[src/rtl/lfsw_pkg.sv]
package lfsw_pkg;

    typedef enum logic [2:0] {
        ST_IDLE,
        ST_CLEAR,
        ST_SETTLE,
        ST_SAMPLE,
        ST_GAP,
        ST_WRITE,
        ST_DONE
    } sweep_state_e;

endpackage

[src/rtl/lfsw_settle.sv]
module lfsw_settle #(
    parameter int unsigned CYCLES = 100
) (
    input  logic clk,
    input  logic rst_n,
    input  logic load_i,
    output logic expired_o
);
    localparam int unsigned CW = $clog2(CYCLES + 1);

    typedef struct packed {
        logic [CW-1:0] cnt;
    } tmr_t;

    tmr_t q, d;

    always_comb begin
        d = q;
        if (load_i) begin
            d.cnt = CW'(CYCLES);
        end else if (q.cnt != '0) begin
            d.cnt = q.cnt - CW'(1);
        end
    end

    always_ff @(posedge clk) begin
        if (!rst_n) q <= '0;
        else        q <= d;
    end

    assign expired_o = (q.cnt == '0);

    // the dwell counter runs down one per cycle until it is reloaded
    a_r3_settle_countdown: assert property (@(posedge clk) disable iff (!rst_n)
        (!load_i && q.cnt != '0) |=> (q.cnt == $past(q.cnt) - CW'(1)));

    a_r3_settle_reload: assert property (@(posedge clk) disable iff (!rst_n)
        load_i |=> !expired_o);

endmodule

[src/rtl/lfsw_avg.sv]
module lfsw_avg #(
    parameter int unsigned ADC_W    = 10,
    parameter int unsigned NSAMP    = 32,
    parameter int unsigned SCALE_K  = 137500,
    parameter int unsigned SCALE_SH = 18,
    parameter int unsigned OUT_W    = 8
) (
    input  logic             clk,
    input  logic             rst_n,
    input  logic             clear_i,
    input  logic             add_i,
    input  logic [ADC_W-1:0] sample_i,
    output logic             last_o,
    output logic [OUT_W-1:0] result_o
);
    localparam int unsigned SH     = $clog2(NSAMP);
    localparam int unsigned CNT_W  = $clog2(NSAMP + 1);
    localparam int unsigned ACC_W  = ADC_W + SH + 1;
    localparam int unsigned SC_W   = $clog2(SCALE_K + 1);
    localparam int unsigned PROD_W = ADC_W + SC_W;
    localparam int unsigned ROUND  = NSAMP / 2 - 1;

    typedef struct packed {
        logic [ACC_W-1:0] acc;
        logic [CNT_W-1:0] cnt;
    } avg_t;

    avg_t q, d;
    logic [ACC_W-1:0]  rounded;
    logic [ADC_W-1:0]  mean;
    logic [PROD_W-1:0] prod;

    always_comb begin
        d = q;
        if (clear_i) begin
            d.acc = '0;
            d.cnt = '0;
        end else if (add_i) begin
            d.acc = q.acc + ACC_W'(sample_i);
            d.cnt = q.cnt + CNT_W'(1);
        end
    end

    always_ff @(posedge clk) begin
        if (!rst_n) q <= '0;
        else        q <= d;
    end

    always_comb begin
        rounded  = q.acc + ACC_W'(ROUND);
        mean     = ADC_W'(rounded >> SH);
        prod     = PROD_W'(mean) * PROD_W'(SCALE_K);
        result_o = OUT_W'(prod >> SCALE_SH);
    end

    assign last_o = (q.cnt == CNT_W'(NSAMP - 1));

    // never more than the burst length accumulated
    a_r4_count_bound: assert property (@(posedge clk) disable iff (!rst_n)
        q.cnt <= CNT_W'(NSAMP));

    // the sum cannot exceed the count times full scale
    a_r5_acc_bound: assert property (@(posedge clk) disable iff (!rst_n)
        32'(q.acc) <= 32'(q.cnt) * ((32'd1 << ADC_W) - 32'd1));

endmodule

[src/rtl/lfsw_resmem.sv]
module lfsw_resmem #(
    parameter int unsigned AW = 8,
    parameter int unsigned DW = 8
) (
    input  logic          clk,
    input  logic          we_i,
    input  logic [AW-1:0] waddr_i,
    input  logic [DW-1:0] wdata_i,
    input  logic [AW-1:0] raddr_i,
    output logic [DW-1:0] rdata_o
);
    localparam int unsigned DEPTH = 1 << AW;

    logic [DW-1:0] mem_q [DEPTH];

    always_ff @(posedge clk) begin
        if (we_i) mem_q[waddr_i] <= wdata_i;
    end

    assign rdata_o = mem_q[raddr_i];

endmodule

[src/rtl/lf_divsweep.sv]
module lf_divsweep
    import lfsw_pkg::*;
#(
    parameter int unsigned CLK_HZ    = 125_000_000,
    parameter int unsigned SETTLE_MS = 20,
    parameter int unsigned DIV_W     = 8,
    parameter int unsigned DIV_HI    = 255,
    parameter int unsigned DIV_LO    = 20,
    parameter int unsigned ADC_W     = 10,
    parameter int unsigned NSAMP     = 32,
    parameter int unsigned SCALE_K   = 137500,
    parameter int unsigned SCALE_SH  = 18,
    parameter int unsigned OUT_W     = 8
) (
    input  logic             clk,
    input  logic             rst_n,
    input  logic             start_i,
    output logic [DIV_W-1:0] div_o,
    output logic             adc_req_o,
    input  logic             adc_ack_i,
    input  logic [ADC_W-1:0] adc_data_i,
    output logic             busy_o,
    output logic             done_o,
    input  logic [DIV_W-1:0] rd_addr_i,
    output logic [OUT_W-1:0] rd_data_o
);
    localparam int unsigned SETTLE_CYC = (CLK_HZ / 1000) * SETTLE_MS;

    typedef struct packed {
        sweep_state_e     state;
        logic [DIV_W-1:0] div;
        logic [DIV_W-1:0] clr;
    } seq_t;

    seq_t q, d;

    logic             tmr_load, tmr_expired;
    logic             avg_clear, avg_add, avg_last;
    logic [OUT_W-1:0] avg_result;
    logic             mem_we;
    logic [DIV_W-1:0] mem_waddr;
    logic [OUT_W-1:0] mem_wdata;

    always_comb begin
        d         = q;
        tmr_load  = 1'b0;
        avg_clear = 1'b0;
        avg_add   = 1'b0;
        mem_we    = 1'b0;
        mem_waddr = q.div;
        mem_wdata = avg_result;
        unique case (q.state)
            ST_IDLE, ST_DONE: begin
                if (start_i) begin
                    d.div   = DIV_W'(DIV_HI);
                    d.clr   = '0;
                    d.state = ST_CLEAR;
                end else begin
                    d.state = ST_IDLE;
                end
            end
            ST_CLEAR: begin
                mem_we    = 1'b1;
                mem_waddr = q.clr;
                mem_wdata = '0;
                d.clr     = q.clr + DIV_W'(1);
                if (q.clr == '1) begin
                    tmr_load  = 1'b1;
                    avg_clear = 1'b1;
                    d.state   = ST_SETTLE;
                end
            end
            ST_SETTLE: begin
                if (tmr_expired) d.state = ST_SAMPLE;
            end
            ST_SAMPLE: begin
                if (adc_ack_i) begin
                    avg_add = 1'b1;
                    d.state = avg_last ? ST_WRITE : ST_GAP;
                end
            end
            ST_GAP: begin
                d.state = ST_SAMPLE;
            end
            ST_WRITE: begin
                mem_we = 1'b1;
                if (q.div == DIV_W'(DIV_LO)) begin
                    d.state = ST_DONE;
                end else begin
                    d.div     = q.div - DIV_W'(1);
                    tmr_load  = 1'b1;
                    avg_clear = 1'b1;
                    d.state   = ST_SETTLE;
                end
            end
            default: d.state = ST_IDLE;
        endcase
    end

    always_ff @(posedge clk) begin
        if (!rst_n) begin
            q.state <= ST_IDLE;
            q.div   <= DIV_W'(DIV_HI);
            q.clr   <= '0;
        end else begin
            q <= d;
        end
    end

    assign div_o     = q.div;
    assign adc_req_o = (q.state == ST_SAMPLE);
    assign busy_o    = (q.state != ST_IDLE) && (q.state != ST_DONE);
    assign done_o    = (q.state == ST_DONE);

    lfsw_settle #(
        .CYCLES (SETTLE_CYC)
    ) u_settle (
        .clk       (clk),
        .rst_n     (rst_n),
        .load_i    (tmr_load),
        .expired_o (tmr_expired)
    );

    lfsw_avg #(
        .ADC_W    (ADC_W),
        .NSAMP    (NSAMP),
        .SCALE_K  (SCALE_K),
        .SCALE_SH (SCALE_SH),
        .OUT_W    (OUT_W)
    ) u_avg (
        .clk      (clk),
        .rst_n    (rst_n),
        .clear_i  (avg_clear),
        .add_i    (avg_add),
        .sample_i (adc_data_i),
        .last_o   (avg_last),
        .result_o (avg_result)
    );

    lfsw_resmem #(
        .AW (DIV_W),
        .DW (OUT_W)
    ) u_mem (
        .clk     (clk),
        .we_i    (mem_we),
        .waddr_i (mem_waddr),
        .wdata_i (mem_wdata),
        .raddr_i (rd_addr_i),
        .rdata_o (rd_data_o)
    );

    // divisor stays within the sweep range while busy
    a_r2_div_floor: assert property (@(posedge clk) disable iff (!rst_n)
        busy_o |-> (div_o >= DIV_W'(DIV_LO)));

    // while a sweep runs, any divisor change is a single decrement
    a_r2_div_step: assert property (@(posedge clk) disable iff (!rst_n)
        ($past(busy_o) && busy_o && div_o != $past(div_o)) |-> (div_o == $past(div_o) - DIV_W'(1)));

    // request held until acknowledged
    a_r4_req_hold: assert property (@(posedge clk) disable iff (!rst_n)
        (adc_req_o && !adc_ack_i) |=> adc_req_o);

    // done is a single-cycle pulse and never overlaps busy
    a_r9_done_single: assert property (@(posedge clk) disable iff (!rst_n)
        done_o |=> !done_o);

    a_r9_done_not_busy: assert property (@(posedge clk) disable iff (!rst_n)
        !(done_o && busy_o));

    // a start during a sweep never raises the divisor again
    a_r10_start_ignored: assert property (@(posedge clk) disable iff (!rst_n)
        (busy_o && start_i) |=> (div_o <= $past(div_o)));

endmodule

[config.mk]
export PLATFORM = sky130hd
export DESIGN_NAME = lf_divsweep
export DESIGN_NICKNAME = d
export VERILOG_FILES = /design/src/rtl/lfsw_pkg.sv /design/src/rtl/lfsw_settle.sv /design/src/rtl/lfsw_avg.sv /design/src/rtl/lfsw_resmem.sv /design/src/rtl/lf_divsweep.sv
export SDC_FILE = /design/constraint.sdc
export NUM_CORES = 2
export LEC_CHECK = 0
export CAP_MARGIN = 25
export CELL_PAD_IN_SITES_DETAIL_PLACEMENT = 1
export CELL_PAD_IN_SITES_GLOBAL_PLACEMENT = 2
export CORE_UTILIZATION = 51
export CTS_CLUSTER_SIZE = 30
export DETAILED_ROUTE_END_ITERATION = 12
export GPL_TIMING_DRIVEN = 0
export PLACE_DENSITY_LB_ADDON = 0.1
export SYNTH_ARGS = -nofsm -noshare
export SYNTH_HDL_FRONTEND = slang
export SYNTH_SLANG_ARGS = --single-unit
[constraint.sdc]
create_clock -name clk -period 35.1 [get_ports clk]
set_clock_uncertainty 0.15 [all_clocks]
set_input_delay 8.775 -clock clk [delete_from_list [all_inputs] [get_ports clk]]
set_output_delay 8.775 -clock clk [all_outputs]
set_load 0.02 [all_outputs]
# --- After elaboration in Yosys (flattened, before gate mapping) ---
# Memories as Yosys holds them, arrays and structs flattened.
# Index checks and enable logic that the tools add are counted.
# Widths: inputs -> output; s select.
word_totals:
  memories: 1
  in_bits: 22
  ram_bits: 2048
  output_inout_bits: 19
  wordCells: 68
  reg_bits: 63
op_classes:
  n_mux: 23
  bitwise_logic: 1
  n_reduce_logical: 14
  n_eq_ne: 15
  multipliers: 1
  n_addsub: 6
memory_table:
  columns: ["name", "words", "word_bits", "read_ports", "rd_ports_with_merged_regs", "wr", "line", "rtl"]
  rows:
  - ["u_mem.mem_q", 256, 8, 1, 0, 1, "lfsw_resmem.sv:14", "logic [DW-1:0] mem_q [DEPTH];"]
ops:
  columns: ["operator", "count"]
  rows:
  - ["$mux 22", 2]
  - ["$pmux 8 s2", 2]
  - ["$mul 10x16->24 const B", 1]
  - ["$mux 8", 3]
  - ["$logic_not 22->1", 1]
  - ["$reduce_bool 22->1", 1]
  - ["$sub 22x1->22 const B", 1]
  - ["$pmux 3 s6", 1]
  - ["$add 16x10->16", 1]
  - ["$mux 16", 1]
  - ["$add 15x4->15 const B", 1]
  - ["$mux 3", 4]
  - ["$eq 3x3->1 const B", 3]
  - ["$mux 1", 9]
  - ["$add 8x1->8 const B", 1]
  - ["$eq 8x5->1 const B", 1]
  - ["$eq 8x8->1 const B", 1]
  - ["$ne 2x2->1 const B", 4]
  - ["$sub 8x1->8 const B", 1]
  - ["$add 6x1->6 const B", 1]
  - ["$eq 3x2->1 const B", 2]
  - ["$eq 6x5->1 const B", 1]
  - ["$reduce_and 3->1", 2]
  - ["$reduce_bool 2->1", 3]
  - ["other kinds (10)", 12]

# --- Longest topological paths before layout ---
logic_depth:
  ltp_word: 5
  ltp_mapped: 25
  mapped_depth_nobuf: 24

# --- By module ---
# Synthesis repeated with hierarchy kept, for this count alone.
unflattened:
  cells_unflattened: 4440
  hier_area_um2: 85485.7
modules_own_cells:
  columns: ["mod", "n_inst", "area_each_um2", "seq_area_each_um2", "cells_each"]
  rows:
  - ["lfsw_resmem", 1, 79396.1, 61499.0, 3725]
  - ["lfsw_avg", 1, 3599.7, 420.4, 411]
  - ["lf_divsweep", 1, 1311.3, 380.4, 171]
  - ["lfsw_settle", 1, 1178.6, 440.4, 133]

# --- Worst setup path before layout ---
# No wires, ideal clock.
synth_timing:
  kind: "register to register"
  start: "register u_avg.q[7] in the netlist's numbering"
  end: "memory u_mem.mem_q[0][6] (data pin)"
  setup_time_ns: 4.478
  arrival_ns: 27.442
  synth_period_minus_slack_ns: 32.070
  stages_incl_launch_ff: 25
  slack_ns: 3.030
  required_ns: 30.472
  n_path_buf: 1
  cell_sequence: "dfxtp_1 > o41ai_4 > nor3_1 > and3_1 > clkbuf_1 > nand3_1 > xnor2_1 > inv_1 > fa_1 > inv_1 > ha_1 > fa_1 > fa_1 > inv_1 > fa_1 > inv_1 > ha_1 > a21oi_1 > nand2_1 > a41oi_1 > o311a_1 > nor3_1 > a211o_1 > mux2i_1 > a2111oi_0"
synth_via:
  elab_chain_len: 3
synth_lines:
  columns: ["element", "line", "rtl"]
  rows:
  - ["from (decl)", "lfsw_avg.sv:28", "avg_t q, d;"]
  - ["from (signal assigned)", "lfsw_avg.sv:45", "if (!rst_n) q <= '0;"]
  - ["from (signal assigned)", "lfsw_avg.sv:46", "else q <= d;"]
  - ["$add 15x4->15", "lfsw_avg.sv:50", "rounded = q.acc + ACC_W'(ROUND);"]
  - ["$mul 10x16->24", "lfsw_avg.sv:52", "prod = PROD_W'(mean) * PROD_W'(SCALE_K);"]
  - ["$mux 8", "lf_divsweep.sv:52", "unique case (q.state)"]
  - ["net mem_wdata[6]", "lf_divsweep.sv:42", "logic [OUT_W-1:0] mem_wdata;"]
  - ["to (decl)", "lfsw_resmem.sv:14", null]
# The timed path passes the listed nets, and every way through them passes these cells.

# --- Worst setup path after layout ---
layout_timing:
  start: "input rd_addr_i[1]"
  end: "output rd_data_o[5]"
layout_via:
  elab_chain_len: 1
layout_lines:
  columns: ["element", "line", "rtl"]
  rows:
  - ["from (decl)", "lf_divsweep.sv:24", "input logic [DIV_W-1:0] rd_addr_i,"]
  - ["$mem_v2 256x8", null, null]
  - ["to (decl)", "lf_divsweep.sv:25", "output logic [OUT_W-1:0] rd_data_o"]
# Every way passes these cells.

==> qor.csv <==
stage;metric;value;unit
worst_setup_path;path_class;in -> out;
worst_setup_path;r2r_start;u_avg.q[7];
grt;grt_most_used_layer;met2;
synthesis;ys_warn_count;0;
timing;setup_slack;12.65;ns
grt;use_met3;5.53;%
routing;vias;42543;
cells_and_area;nNetsFinal;4476;
worst_setup_path;crit_arrival;13.53;ns
clocking;clock_latency;0.86;ns
floorplanning;rows;149;
worst_setup_path;crit_fanout;10;
grt;grt_usage;28.4;%
synthesis;netlist_instances;3980;
worst_setup_path;critPathMaxStageDelay;0.79;ns
routing;drc;0;
synthesis;synth-seq-cells;2110;
placement;port_buffers;34;
placement;placedInstanceArea;0.0893;sq mm
synthesis;ys.flop_type;edfxtp_1;
placement;dpl_worst_slack;12.68;ns
routing;postRouteAntennaNets;0;
cells_and_area;drive_above_1_share;26.2;%
timing;post-route-period-util;64.0;%
synthesis;syn_area_per_cell;21.2;sq um
grt;grt_use_met2;43.3;%
worst_setup_path;critPathBufInv;5;
synthesis;synth_edf_count;2048;
worst_setup_path;crit_top_cell;buf_2;
clocking;hold_buffers;0;
timing;rsz0062_at_grt;false;
cells_and_area;syn_to_final_growth;13.6;%
synthesis;yosysSeqAreaShare;74.2;%
worst_setup_path;crit_required;26.17;ns
grt;grt_max_degree;49;
power;power_density;54.4;mW/mm^2
cells_and_area;fill_cells;13920;
flow_run;timing.max_cap.violations;0;
clocking;cts_buffer_depth;3;
grt;overflow;0;
synthesis;synthesis.area;0.0845;sq mm
grt;antenna_found_initial;11;
synthesis;synthDistinctLibCells;61;
routing;viasPerCell;6.35;
floorplanning;pin_count;41;
timing;max_freq;44.5;MHz
worst_setup_path;crit_chain;buf_2 > buf_2 > buf_2 > buf_1 > mux4_2 > mux4_2 > mux2i_1 > a21oi_1 > nor3_1 > nor4_1 > clkdlybuf4s50_1;
hold_path;min_path_type;reg -> reg;
clocking;cts_resized;0;
routing;wl;235;mm
floorplanning;die_x;409;um
worst_setup_path;critPathTopFamily;buffers and inverters;
hold_path;hold_depth;2;
placement;gp_routability_congestion;0.848;
worst_setup_path;cp-end-kind;output port;
routing;drt_iter0_drc;5281;
timing;setup_viol;0;
clocking;cts.sinks;2110;
cells_and_area;stdcell_area;0.0960;sq mm
grt;grt_first_pass_wirelength;331;mm
routing;detail_route.first_pass.iterations;6;
timing;relSlewSlack;23.6;%
clocking;clockRootBuffer;clkbuf_16;
clocking;cts_buffers;210;
clocking;cts_setup_buffers;0;
run_status;status;completed;
synthesis;synthesis.nets;4120;
timing;slew_violations;0;
floorplanning;die-height;409;um
placement;dpl.hpwl;163;mm
power;p_leak;0.0303;uW
grt;first_global_vias;43677;
clocking;cts_tree;done;
timing;hold_violations;0;
worst_setup_path;worst_setup_path_start_kind;input pin;
timing;tightest_slew;1.15;ns
worst_setup_path;slowest_stage;buf_1;
hold_path;hp-start;u_avg.q[13];
power;ir_drop;0.0582;mV
timing;final.min_clock_period;22.45;ns
worst_setup_path;reg2regPathDepth;34;
worst_setup_path;cp.depth;11;
clocking;htree_levels;4;
grt;use_met1;41.9;%
routing;wl_per_cell;35.1;um
floorplanning;initial_utilization;51.3;%
worst_setup_path;crit_path_start;rd_addr_i[1];
floorplanning;core_area;0.165;sq mm
floorplanning;dieArea;0.167;sq mm
clocking;clk_pin_slew;0.06;ns
synthesis;async_reset_ff_share;0;%
## placed cells by master, fill, tap and decap left out, types with 35 or more instances in the layout
master	netlist	layout
nor2_1	337	331
nand2_1	94	94
a21oi_1	60	60
buf_2	69	87
nand3_1	35	35
clkbuf_16	0	210
clkinv_1	1	54
clkinv_2	0	37
dfxtp_1	62	62
mux4_2	650	650
buf_12	0	38
edfxtp_1	2048	2048
inv_1	70	70
clkbuf_1	99	133
ha_1	93	93
## synthesized netlist by cell type (all sizes together), types with 17 or more instances
| library cell | count | area [sq um] |
|---|---|---|
| mux2i | 32 | 320 |
| edfxtp | 2048 | 61500 |
| xor2 | 17 | 149 |
| ha | 93 | 1160 |
| nor2 | 337 | 1260 |
| o21ai | 30 | 150 |
| inv | 70 | 263 |
| dfxtp | 62 | 1240 |
| a21oi | 60 | 300 |
| nand3 | 35 | 175 |
| nand2 | 94 | 353 |
| buf | 120 | 627 |
| fa | 25 | 500 |
| nor3 | 25 | 125 |
| mux4 | 650 | 14600 |
| xnor2 | 33 | 289 |
| clkbuf | 99 | 372 |
## final cells by class
cell class / count / area [sq um] / area share, %
timing repair buffer: 144 / 1970 / 2.06
clock buffer: 258 / 5440 / 5.66
inverter: 71 / 267 / 0.278
buffer: 219 / 1020 / 1.06
tap: 2189 / 2740 / 2.85
sequential: 2110 / 62700 / 65.3
antenna: 2 / 5.00 / 0.00521
multi-input combinational: 1580 / 20600 / 21.5
clock inverter: 130 / 1260 / 1.31
## report_power, final
| part | total (uW) | internal [uW] | switching [uW] |
|---|---|---|---|
| Combinational | 287 | 117 | 170 |
| Clock | 2200 | 1220 | 978 |
| Sequential | 2740 | 2730 | 10.8 |
| Total | 5220 | 4070 | 1160 |
## cell families after synthesis
kind of cell / after synthesis / share of synthesized area, %
buf+inv: 290 / 1.50
flops: 2110 / 74.2
mux: 684 / 17.7
xor+xnor: 50 / 0.518
simple gates: 580 / 2.98
compound gates: 148 / 1.09
fa+ha+maj: 118 / 1.97
## routing by layer
layer	part of all wire, %	routed length [um]
met1	42	99300
met2	46	109000
met3	8.1	19000
met4	3.3	7800
met5	0	0
## worst register-to-register path: cells and delay by family (launching register included)
family	cells	cell delay (ns)
AO/OA/AOI/OAI	6	1.65
XOR/XNOR	1	0.58
adder cells (fa/ha/maj)	6	2.68
buffers and inverters	15	2.70
flip-flops	1	0.43
multiplexers	1	0.16
AND/OR/NAND/NOR	5	0.86
## path summary, 6_finish.rpt
| check | to | slack (ns) |
|---|---|---|
| hold reg to reg | u_avg.q[13] | 0.34 |
| setup / recovery | rd_data_o[5] | 12.65 |
| hold / removal | u_avg.q[13] | 0.34 |
| setup reg to reg | u_mem.mem_q[188][6] | 25.71 |
## state kept, by name, summed over array words and instances (netlist names)
| name | count |
|---|---|
| q | 11 |
| u_mem.mem_q | 2048 |
| u_avg.q | 21 |
| u_settle.q | 22 |
| div_o | 8 |
## through the flow
stage	hold WS, ns	power, uW	utilization (%)	cells	TNS [ns]
final	0.337	5220	58.3	6703	0
after global routing	0.368	5350	58.3	6701	0
after CTS	0.340	5250	58.2	6695	0
after detailed placement	0.333	3080	54.2	6307	0
after global placement	0.319	3070	53.2	6203	-6096.90
after floorplan	0.299	2970	-	3980	0
Power figures use the tool's default switching activity.
